### config.mk
export PLATFORM = sky130hd
export DESIGN_NAME = pwm_timer_channel
export DESIGN_NICKNAME = d
export VERILOG_FILES = /design/src/rtl/pwm_timer_pkg.sv /design/src/rtl/pwm_regs.sv /design/src/rtl/pwm_counter.sv /design/src/rtl/pwm_compare.sv /design/src/rtl/pwm_timer_channel.sv
export SDC_FILE = /design/constraint.sdc
export NUM_CORES = 1
export LEC_CHECK = 0
export BUFFER_PORTS_ARGS = -buffer_cell sky130_fd_sc_hd__buf_2
export CAP_MARGIN = 30
export CORE_ASPECT_RATIO = 1.4
export CORE_UTILIZATION = 46
export DETAILED_ROUTE_END_ITERATION = 6
export PLACE_DENSITY = 0.7
export SLEW_MARGIN = 20
export SYNTH_ARGS = -nofsm -noshare
export SYNTH_HDL_FRONTEND = slang
export SYNTH_HIERARCHICAL = 1
export SYNTH_SLANG_ARGS = --single-unit
### constraint.sdc
create_clock -name clk -period 9.4 [get_ports clk]
set_input_delay 0.47 -clock clk [delete_from_list [all_inputs] [get_ports clk]]
set_output_delay 0.47 -clock clk [all_outputs]
set_load 0.01 [all_outputs]
### src/rtl/pwm_timer_pkg.sv
package pwm_timer_pkg;

    localparam int CTRL_W = 11;

    localparam logic [1:0] LOC_CTRL   = 2'd0;
    localparam logic [1:0] LOC_PERIOD = 2'd1;
    localparam logic [1:0] LOC_CMP    = 2'd2;
    localparam logic [1:0] LOC_CMD    = 2'd3;

    localparam logic [2:0] MODE_PWM_A = 3'b110;
    localparam logic [2:0] MODE_PWM_B = 3'b111;

    localparam logic [1:0] ALIGN_EDGE = 2'b00;

    // Packed from MSB: field positions match the control word bits.
    typedef struct packed {
        logic       run;         // [10]
        logic       out_on;      // [9]
        logic       inv_pol;     // [8]
        logic [1:0] align;       // [7:6]
        logic       count_down;  // [5]
        logic       per_buf;     // [4]
        logic       cmp_buf;     // [3]
        logic [2:0] mode;        // [2:0]
    } ctrl_t;

endpackage

### src/rtl/pwm_regs.sv
module pwm_regs
    import pwm_timer_pkg::*;
#(
    parameter int CNT_W = 16
) (
    input  logic             clk,
    input  logic             rst_n,
    input  logic             wr_en,
    input  logic [1:0]       wr_addr,
    input  logic [CNT_W-1:0] wr_data,
    input  logic             cnt_uev,
    output ctrl_t            ctrl,
    output logic [CNT_W-1:0] period_act,
    output logic [CNT_W-1:0] period_buf,
    output logic [CNT_W-1:0] cmp_act,
    output logic             force_upd,
    output logic             uev
);

    typedef struct packed {
        ctrl_t            ctrl;
        logic [CNT_W-1:0] per_pre;
        logic [CNT_W-1:0] per_sh;
        logic [CNT_W-1:0] cmp_pre;
        logic [CNT_W-1:0] cmp_sh;
    } regs_t;

    regs_t s_d, s_q;

    always_comb begin
        force_upd = wr_en && (wr_addr == LOC_CMD) && wr_data[0];
        uev       = force_upd || cnt_uev;
        s_d       = s_q;
        if (uev) begin
            s_d.per_sh = s_q.per_pre;
            s_d.cmp_sh = s_q.cmp_pre;
        end
        if (wr_en) begin
            unique case (wr_addr)
                LOC_CTRL:   s_d.ctrl = ctrl_t'(wr_data[CTRL_W-1:0]);
                LOC_PERIOD: begin
                    s_d.per_pre = wr_data;
                    if (!s_q.ctrl.per_buf) s_d.per_sh = wr_data;
                end
                LOC_CMP: begin
                    s_d.cmp_pre = wr_data;
                    if (!s_q.ctrl.cmp_buf) s_d.cmp_sh = wr_data;
                end
                default: ;
            endcase
        end
    end

    always_ff @(posedge clk or negedge rst_n) begin
        if (!rst_n) s_q <= '0;
        else        s_q <= s_d;
    end

    assign ctrl       = s_q.ctrl;
    assign period_act = s_q.per_sh;
    assign period_buf = s_q.per_pre;
    assign cmp_act    = s_q.cmp_sh;

    // buffered compare holds between update events
    a_r9_cmp_hold: assert property (@(posedge clk) disable iff (!rst_n)
        (s_q.ctrl.cmp_buf && !uev) |=> $stable(s_q.cmp_sh));

    // buffered period holds between update events
    a_r10_per_hold: assert property (@(posedge clk) disable iff (!rst_n)
        (s_q.ctrl.per_buf && !uev) |=> $stable(s_q.per_sh));

endmodule

### src/rtl/pwm_counter.sv
module pwm_counter
    import pwm_timer_pkg::*;
#(
    parameter int CNT_W = 16
) (
    input  logic             clk,
    input  logic             rst_n,
    input  logic             tick,
    input  ctrl_t            ctrl,
    input  logic [CNT_W-1:0] period_act,
    input  logic [CNT_W-1:0] period_buf,
    input  logic             force_upd,
    output logic [CNT_W-1:0] count,
    output logic             falling,
    output logic             cnt_uev
);

    typedef struct packed {
        logic [CNT_W-1:0] cnt;
        logic             down;
    } cnt_t;

    cnt_t c_d, c_q;
    logic           step;
    logic           edge_mode;
    logic [CNT_W:0] inc_w;

    always_comb begin
        step      = tick && ctrl.run;
        edge_mode = (ctrl.align == ALIGN_EDGE);
        inc_w     = {1'b0, c_q.cnt} + 1'b1;
        c_d       = c_q;
        cnt_uev   = 1'b0;
        if (force_upd) begin
            c_d.down = edge_mode && ctrl.count_down;
            c_d.cnt  = c_d.down ? period_buf : '0;
        end else if (step) begin
            if (edge_mode && !ctrl.count_down) begin
                c_d.down = 1'b0;
                if (c_q.cnt >= period_act) begin
                    c_d.cnt = '0;
                    cnt_uev = 1'b1;
                end else begin
                    c_d.cnt = inc_w[CNT_W-1:0];
                end
            end else if (edge_mode) begin
                c_d.down = 1'b1;
                if (c_q.cnt == '0) begin
                    c_d.cnt = period_act;
                    cnt_uev = 1'b1;
                end else begin
                    c_d.cnt = c_q.cnt - 1'b1;
                end
            end else if (!c_q.down) begin
                if (inc_w >= {1'b0, period_act}) begin
                    c_d.cnt  = period_act;
                    c_d.down = 1'b1;
                    cnt_uev  = 1'b1;
                end else begin
                    c_d.cnt = inc_w[CNT_W-1:0];
                end
            end else begin
                if (c_q.cnt <= {{(CNT_W-1){1'b0}}, 1'b1}) begin
                    c_d.cnt  = '0;
                    c_d.down = 1'b0;
                    cnt_uev  = 1'b1;
                end else begin
                    c_d.cnt = c_q.cnt - 1'b1;
                end
            end
        end
    end

    always_ff @(posedge clk or negedge rst_n) begin
        if (!rst_n) c_q <= '0;
        else        c_q <= c_d;
    end

    assign count   = c_q.cnt;
    assign falling = edge_mode ? ctrl.count_down : c_q.down;

    // no tick or no run, and no forced update: counter holds
    a_r12_hold: assert property (@(posedge clk) disable iff (!rst_n)
        (!(tick && ctrl.run) && !force_upd) |=> $stable(c_q.cnt));

endmodule

### src/rtl/pwm_compare.sv
module pwm_compare
    import pwm_timer_pkg::*;
#(
    parameter int CNT_W = 16
) (
    input  ctrl_t            ctrl,
    input  logic [CNT_W-1:0] count,
    input  logic [CNT_W-1:0] cmp_act,
    input  logic             falling,
    output logic             pwm_out
);

    logic hit;
    logic ref_lvl;

    always_comb begin
        hit = falling ? (count <= cmp_act) : (count < cmp_act);
        unique case (ctrl.mode)
            MODE_PWM_A: ref_lvl = hit;
            MODE_PWM_B: ref_lvl = !hit;
            default:    ref_lvl = 1'b0;
        endcase
        pwm_out = ctrl.out_on && (ref_lvl ^ ctrl.inv_pol);
    end

endmodule

### src/rtl/pwm_timer_channel.sv
module pwm_timer_channel
    import pwm_timer_pkg::*;
#(
    parameter int CNT_W = 16
) (
    input  logic             clk,
    input  logic             rst_n,
    input  logic             tick,
    input  logic             wr_en,
    input  logic [1:0]       wr_addr,
    input  logic [CNT_W-1:0] wr_data,
    output logic             pwm_out,
    output logic             update_pulse
);

    ctrl_t            ctrl;
    logic [CNT_W-1:0] period_act, period_buf, cmp_act, count;
    logic             force_upd, uev, cnt_uev, falling;
    logic             upd_d, upd_q;

    pwm_regs #(.CNT_W(CNT_W)) u_regs (
        .clk(clk), .rst_n(rst_n), .wr_en(wr_en), .wr_addr(wr_addr),
        .wr_data(wr_data), .cnt_uev(cnt_uev), .ctrl(ctrl),
        .period_act(period_act), .period_buf(period_buf),
        .cmp_act(cmp_act), .force_upd(force_upd), .uev(uev)
    );

    pwm_counter #(.CNT_W(CNT_W)) u_counter (
        .clk(clk), .rst_n(rst_n), .tick(tick), .ctrl(ctrl),
        .period_act(period_act), .period_buf(period_buf),
        .force_upd(force_upd), .count(count), .falling(falling),
        .cnt_uev(cnt_uev)
    );

    pwm_compare #(.CNT_W(CNT_W)) u_compare (
        .ctrl(ctrl), .count(count), .cmp_act(cmp_act),
        .falling(falling), .pwm_out(pwm_out)
    );

    always_comb upd_d = uev;

    always_ff @(posedge clk or negedge rst_n) begin
        if (!rst_n) upd_q <= 1'b0;
        else        upd_q <= upd_d;
    end

    assign update_pulse = upd_q;

    // a forced update is reported on the next clock
    a_r11_force_pulse: assert property (@(posedge clk) disable iff (!rst_n)
        force_upd |=> update_pulse);

    // disabled output stays low
    a_r5_out_off: assert property (@(posedge clk) disable iff (!rst_n)
        !ctrl.out_on |-> !pwm_out);

    // in edge-aligned up-counting an update leaves the counter at 0
    a_r6_restart_zero: assert property (@(posedge clk) disable iff (!rst_n)
        (update_pulse && $stable(ctrl) && ctrl.align == ALIGN_EDGE
         && !ctrl.count_down) |-> (count == '0));

    // in edge-aligned down-counting an update leaves the counter at the period
    a_r7_reload_top: assert property (@(posedge clk) disable iff (!rst_n)
        (update_pulse && $stable(ctrl) && $stable(period_act)
         && ctrl.align == ALIGN_EDGE && ctrl.count_down) |-> (count == period_act));

endmodule

After elaboration in Yosys (flattened, before gate mapping)
Index checks and enable logic that the tools add are counted.

Bitwise logic cells: 1. Div/mod/pow operators: 0. Eq/ne operators: 5. Shift-type cells: 0. Muxes and demuxes: 30. Multipliers: 0. Reductions and logical operators: 16. Magnitude comparators: 5. Add/subtract/negate cells: 2.

Operator list (count): $mux W16 (10); $mux W17 (5); $mux W48 (1); $mux W32 (1); $add A16 B1 Y17 const B (1); $ge A17 B16 Y1 (1); $ge A16 B16 Y1 (1); $le A16 B1 Y1 const B (1); $le A16 B16 Y1 (1); $logic_not A16 Y1 (1); $lt A16 B16 Y1 (1); $sub A16 B1 Y16 const B (1); $mux W1 (12); $eq A3 B3 Y1 const B (2); $logic_and A1 B1 Y1 (6); $reduce_and A2 Y1 (3); $eq A2 B2 Y1 const B (2); $logic_not A2 Y1 (2); $eq A2 B1 Y1 const B (1); $logic_not A1 Y1 (2); $pmux W1 S2 (1); $reduce_bool A2 Y1 (1); $logic_or A1 B1 Y1 (1); $xor A1 B1 Y1 (1).

RAM bits: 0. Register bits: 93. Output and inout bits: 2. Memories: 0. Bits in latches: 0. Logic and storage cells: 74. ROM bits: 0.

Longest topological paths before layout
Depth in word-level cells: 13. Depth in mapped cells: 18.

Hierarchy
Netlist, hierarchy kept.

By module, submodules not included: pwm_regs (instances 1, area each 3567.2 sq um, cells each 330); pwm_counter (instances 1, area each 2706.3 sq um, cells each 341); pwm_compare (instances 1, area each 484.2 sq um, cells each 66); pwm_timer_channel (instances 1, area each 25.0 sq um, cells each 1).

Worst setup path after synthesis
OpenSTA, ideal clock, no wires.

Path type: reg2reg. Start point: reg u_counter.c_q (netlist bit u_counter/count[0]). End point: reg u_regs.s_q (netlist bit u_regs/cmp_act[10]). Path slack: 5685 ps. Buffers on the path: 3. Arrival time: 3633 ps. Cell stages (with the launch flop): 18. Data required time: 9318 ps. Clock period less this slack: 3715 ps. Cell sequence: dfrtp_1 -> clkbuf_1 -> nand2_1 -> nor3_1 -> nand4_1 -> xnor2_1 -> ha_1 -> nand4_1 -> nor2_1 -> a221oi_1 -> nand3_1 -> o22ai_1 -> buf_4 -> nor3_1 -> a41oi_2 -> buf_2 -> nand2_1 -> a31oi_1.

RTL lines: from (decl) (line pwm_counter.sv:23) `cnt_t c_d, c_q;`; from (signal assigned) (line pwm_counter.sv:75) `if (!rst_n) c_q <= '0;`; from (signal assigned) (line pwm_counter.sv:76) `else c_q <= c_d;`; to (signal assigned) (line pwm_regs.sv:55) `if (!rst_n) s_q <= '0;`; to (signal assigned) (line pwm_regs.sv:56) `else s_q <= s_d;`; to (decl) (line pwm_regs.sv:28) `regs_t s_d, s_q;`.

==> impl_metrics.csv <==
group,metric,value,unit
grt,grt_first_pass_wirelength,26600,µm
grt,remaining_overflow_grt,0,
synthesis,postSynthNetCount,810,
clock_tree,root_buffer,"sky130_fd_sc_hd__clkbuf_16",
sta,timing.setup.tns,0,ns
clock_tree,worst_setup_hold_path_clk_slew,0.07,ns
floorplanning,initial_core_util,46.9,%
final_layout,mostFrequentLayoutCells,"sky130_fd_sc_hd__nand2_1 (109), sky130_fd_sc_hd__dfrtp_1 (93), sky130_fd_sc_hd__nor2_1 (59), sky130_fd_sc_hd__ha_1 (52), sky130_fd_sc_hd__mux2_2 (38)",
drt,wire_per_inst,19.1,µm
sta,tightestPinTransition,0.937,ns
setup_path,critical_path.max_fanout,33,
final_layout,fillers,1413,
power,max-vdd-ir-drop,0.180,mV
drt,detailedRoute.firstIterationViolations,384,
clock_tree,cts_tree,"yes",
placement,dpl.cell_count,843,
outcome,outcome,"completed",
setup_path,rr_endpoint,"u_regs/period_act[3]",
drt,num_vias,5037,
synthesis,netlist_area,0.00677,mm²
grt,antenna_found_initial,0,
synthesis,avgSynthCellArea,9.20,µm²
final_layout,antenna_cells,0,
setup_path,worstSetupEndpointType,"flip-flop",
placement,place_worst_setup_slack,4.91,ns
sta,clock_skew,0.0101,ns
sta,slew_headroom,37.3,%
setup_path,critical_path.endpoint,"u_regs/period_act[3]",
setup_path,crit_path_top_delay_cell,"sky130_fd_sc_hd__dfrtp_1",
clock_tree,clock_tree.htree_level_count,3,
setup_path,timing.critical_path.max_delay_family,"simple AND/OR/NAND/NOR gates",
final_layout,utilization,46.3,%
floorplanning,floorplan.core_area,0.0144,mm²
floorplanning,number_of_i_o_pins,24,
clock_tree,cts_hold_buffers,0,
min_path,holdCritPathClass,"input port to asynchronous set/reset pin",
final_layout,post_route_cells_drive_above_1_share,17.3,%
sta,period_needed,4.60,ns
setup_path,critical_path.max_stage_delay,0.60,ns
synthesis,synth_warnings,6,
drt,drt_pass1_iterations,6,
power,power_density,325,mW/mm²
sta,maxSlewViolCount,0,
setup_path,crit_path_category,"flip-flop to flip-flop",
placement,routabilityCongestion,1.01,
setup_path,worst_ep_arrival_time,4.80,ns
setup_path,critPathLaunchType,"flip-flop",
clock_tree,cts.path.max_buffers,2,
floorplanning,rows,52,
final_layout,num-nets-final,740,
final_layout,flow.area_growth_from_synthesis,-1.28,%
sta,finalCritPeriodShare,49.0,%
placement,hpwlAfterDp,12300,µm
sta,final_hold_viol_count,0,
setup_path,critical_path.startpoint,"u_counter/count[1]",
final_layout,final_cells,860,
sta,grt_setup_unrepaired,"false",
floorplanning,die_area,0.0152,mm²
setup_path,crit_path_cell_chain,"ha_1 -> nand3_1 -> nor2_1 -> nand3_1 -> xnor2_1 -> ha_1 -> a21o_1 -> a221oi_1 -> nand3_1 -> o22ai_1 -> nor3_1 -> a41oi_2 -> buf_4 -> inv_2 -> nand2_1 -> a31oi_1",
setup_path,critical_path_required,9.59,ns
drt,antenna_violating_nets_post_route,0,
setup_path,r2r.worst_path.cells,16,
setup_path,rr_startpoint,"u_counter/count[1]",
setup_path,crit_path_frequent_cell,"sky130_fd_sc_hd__nand3_1",
clock_tree,cts_resized,0,
setup_path,path_depth,16,
power,leak_pwr,2.89,nW
clock_tree,cts_num_sinks,93,
synthesis,syn-instance-count,736,
floorplanning,chipWidth,105,µm
drt,post-route-drc-count,0,
floorplanning,die_h,146,µm
job,max-cap-violations,0,
setup_path,rrSetupSlack,4.80,ns
drt,drt-vias-per-instance,5.86,
sta,maxClockFrequency,217,MHz
grt,grt_max_degree,73,
clock_tree,cts_setup_buffers,0,
grt,grt_pass1_vias,5111,
sta,setup_violations,0,
placement,i_o_buffers,23,
clock_tree,cts_buffers,9,
clock_tree,clk-insertion-delay-late,0.34,ns
drt,detail_route.wirelength,16400,µm
final_layout,mostFrequentLayoutCell,"sky130_fd_sc_hd__nand2_1",
grt,track_usage,22.3,%
setup_path,crit_path_buffers_inverters,2,
sta,post-route-worst-setup-slack,4.80,ns
-- layer usage --
metal / routed length (µm) / part of all wire, % / vias up / track usage [%]
met4: 962 / 5.9 / 0 / 15.4
met3: 653 / 4.0 / 61 / 2.91
met1: 6560 / 40 / 2450 / 26.4
met5: 0 / 0 / - / 0
met2: 8240 / 50 / 176 / 37.5
li1: - / - / 2350 / -
-- final cells by class --
cell class | instances | area, µm² | share of cell area [%]
clock buffer | 10 | 229 | 3.43
sequential | 93 | 2330 | 34.8
inverter | 36 | 135 | 2.02
multi-input combinational | 495 | 3500 | 52.4
tap | 189 | 236 | 3.54
timing repair buffer | 31 | 198 | 2.96
clock inverter | 6 | 55.1 | 0.824
-- power breakdown --
| group | internal (mW) | switching [mW] | total [mW] | leakage [nW] |
|---|---|---|---|---|
| combinational | 0.439 | 0.614 | 1.05 | 1.66 |
| clock | 0.185 | 0.168 | 0.353 | 0.133 |
| sequential | 0.542 | 0.221 | 0.763 | 1.10 |
| total | 1.17 | 1.00 | 2.17 | 2.89 |
-- state kept, by name, indices dropped and copies added (netlist names) --
register / count
u_regs/ctrl: 11
u_regs/period_buf: 16
update_pulse: 1
u_regs/cmp_act: 16
u_regs/period_act: 16
u_counter/count: 16
u_counter/c_q: 1
u_regs/s_q: 16
-- per-stage QoR --
stage               cell area [µm²]  power (mW)  hold WS, ns
global route                   6680        2.33       0.0416
floorplan                      6770        1.68        0.174
global placement               6370        1.75        0.394
finish                         6680        2.17       0.0186
detailed placement             6370        1.79        0.396
CTS                            6650        2.15       0.0283
-- worst min path at each step --
stage,endpoint,slack [ns],depth (start not counted)
after floorplan,u_counter/c_q[0],0.17,0
after global placement,u_counter/count[7],0.39,1
after detailed placement,u_counter/count[3],0.40,1
after CTS,u_regs/period_buf[4],0.03,1
after global routing,u_regs/period_buf[4],0.04,1
final,u_counter/count[4],0.02,1
Note: power is estimated with default switching activity, not from simulation.
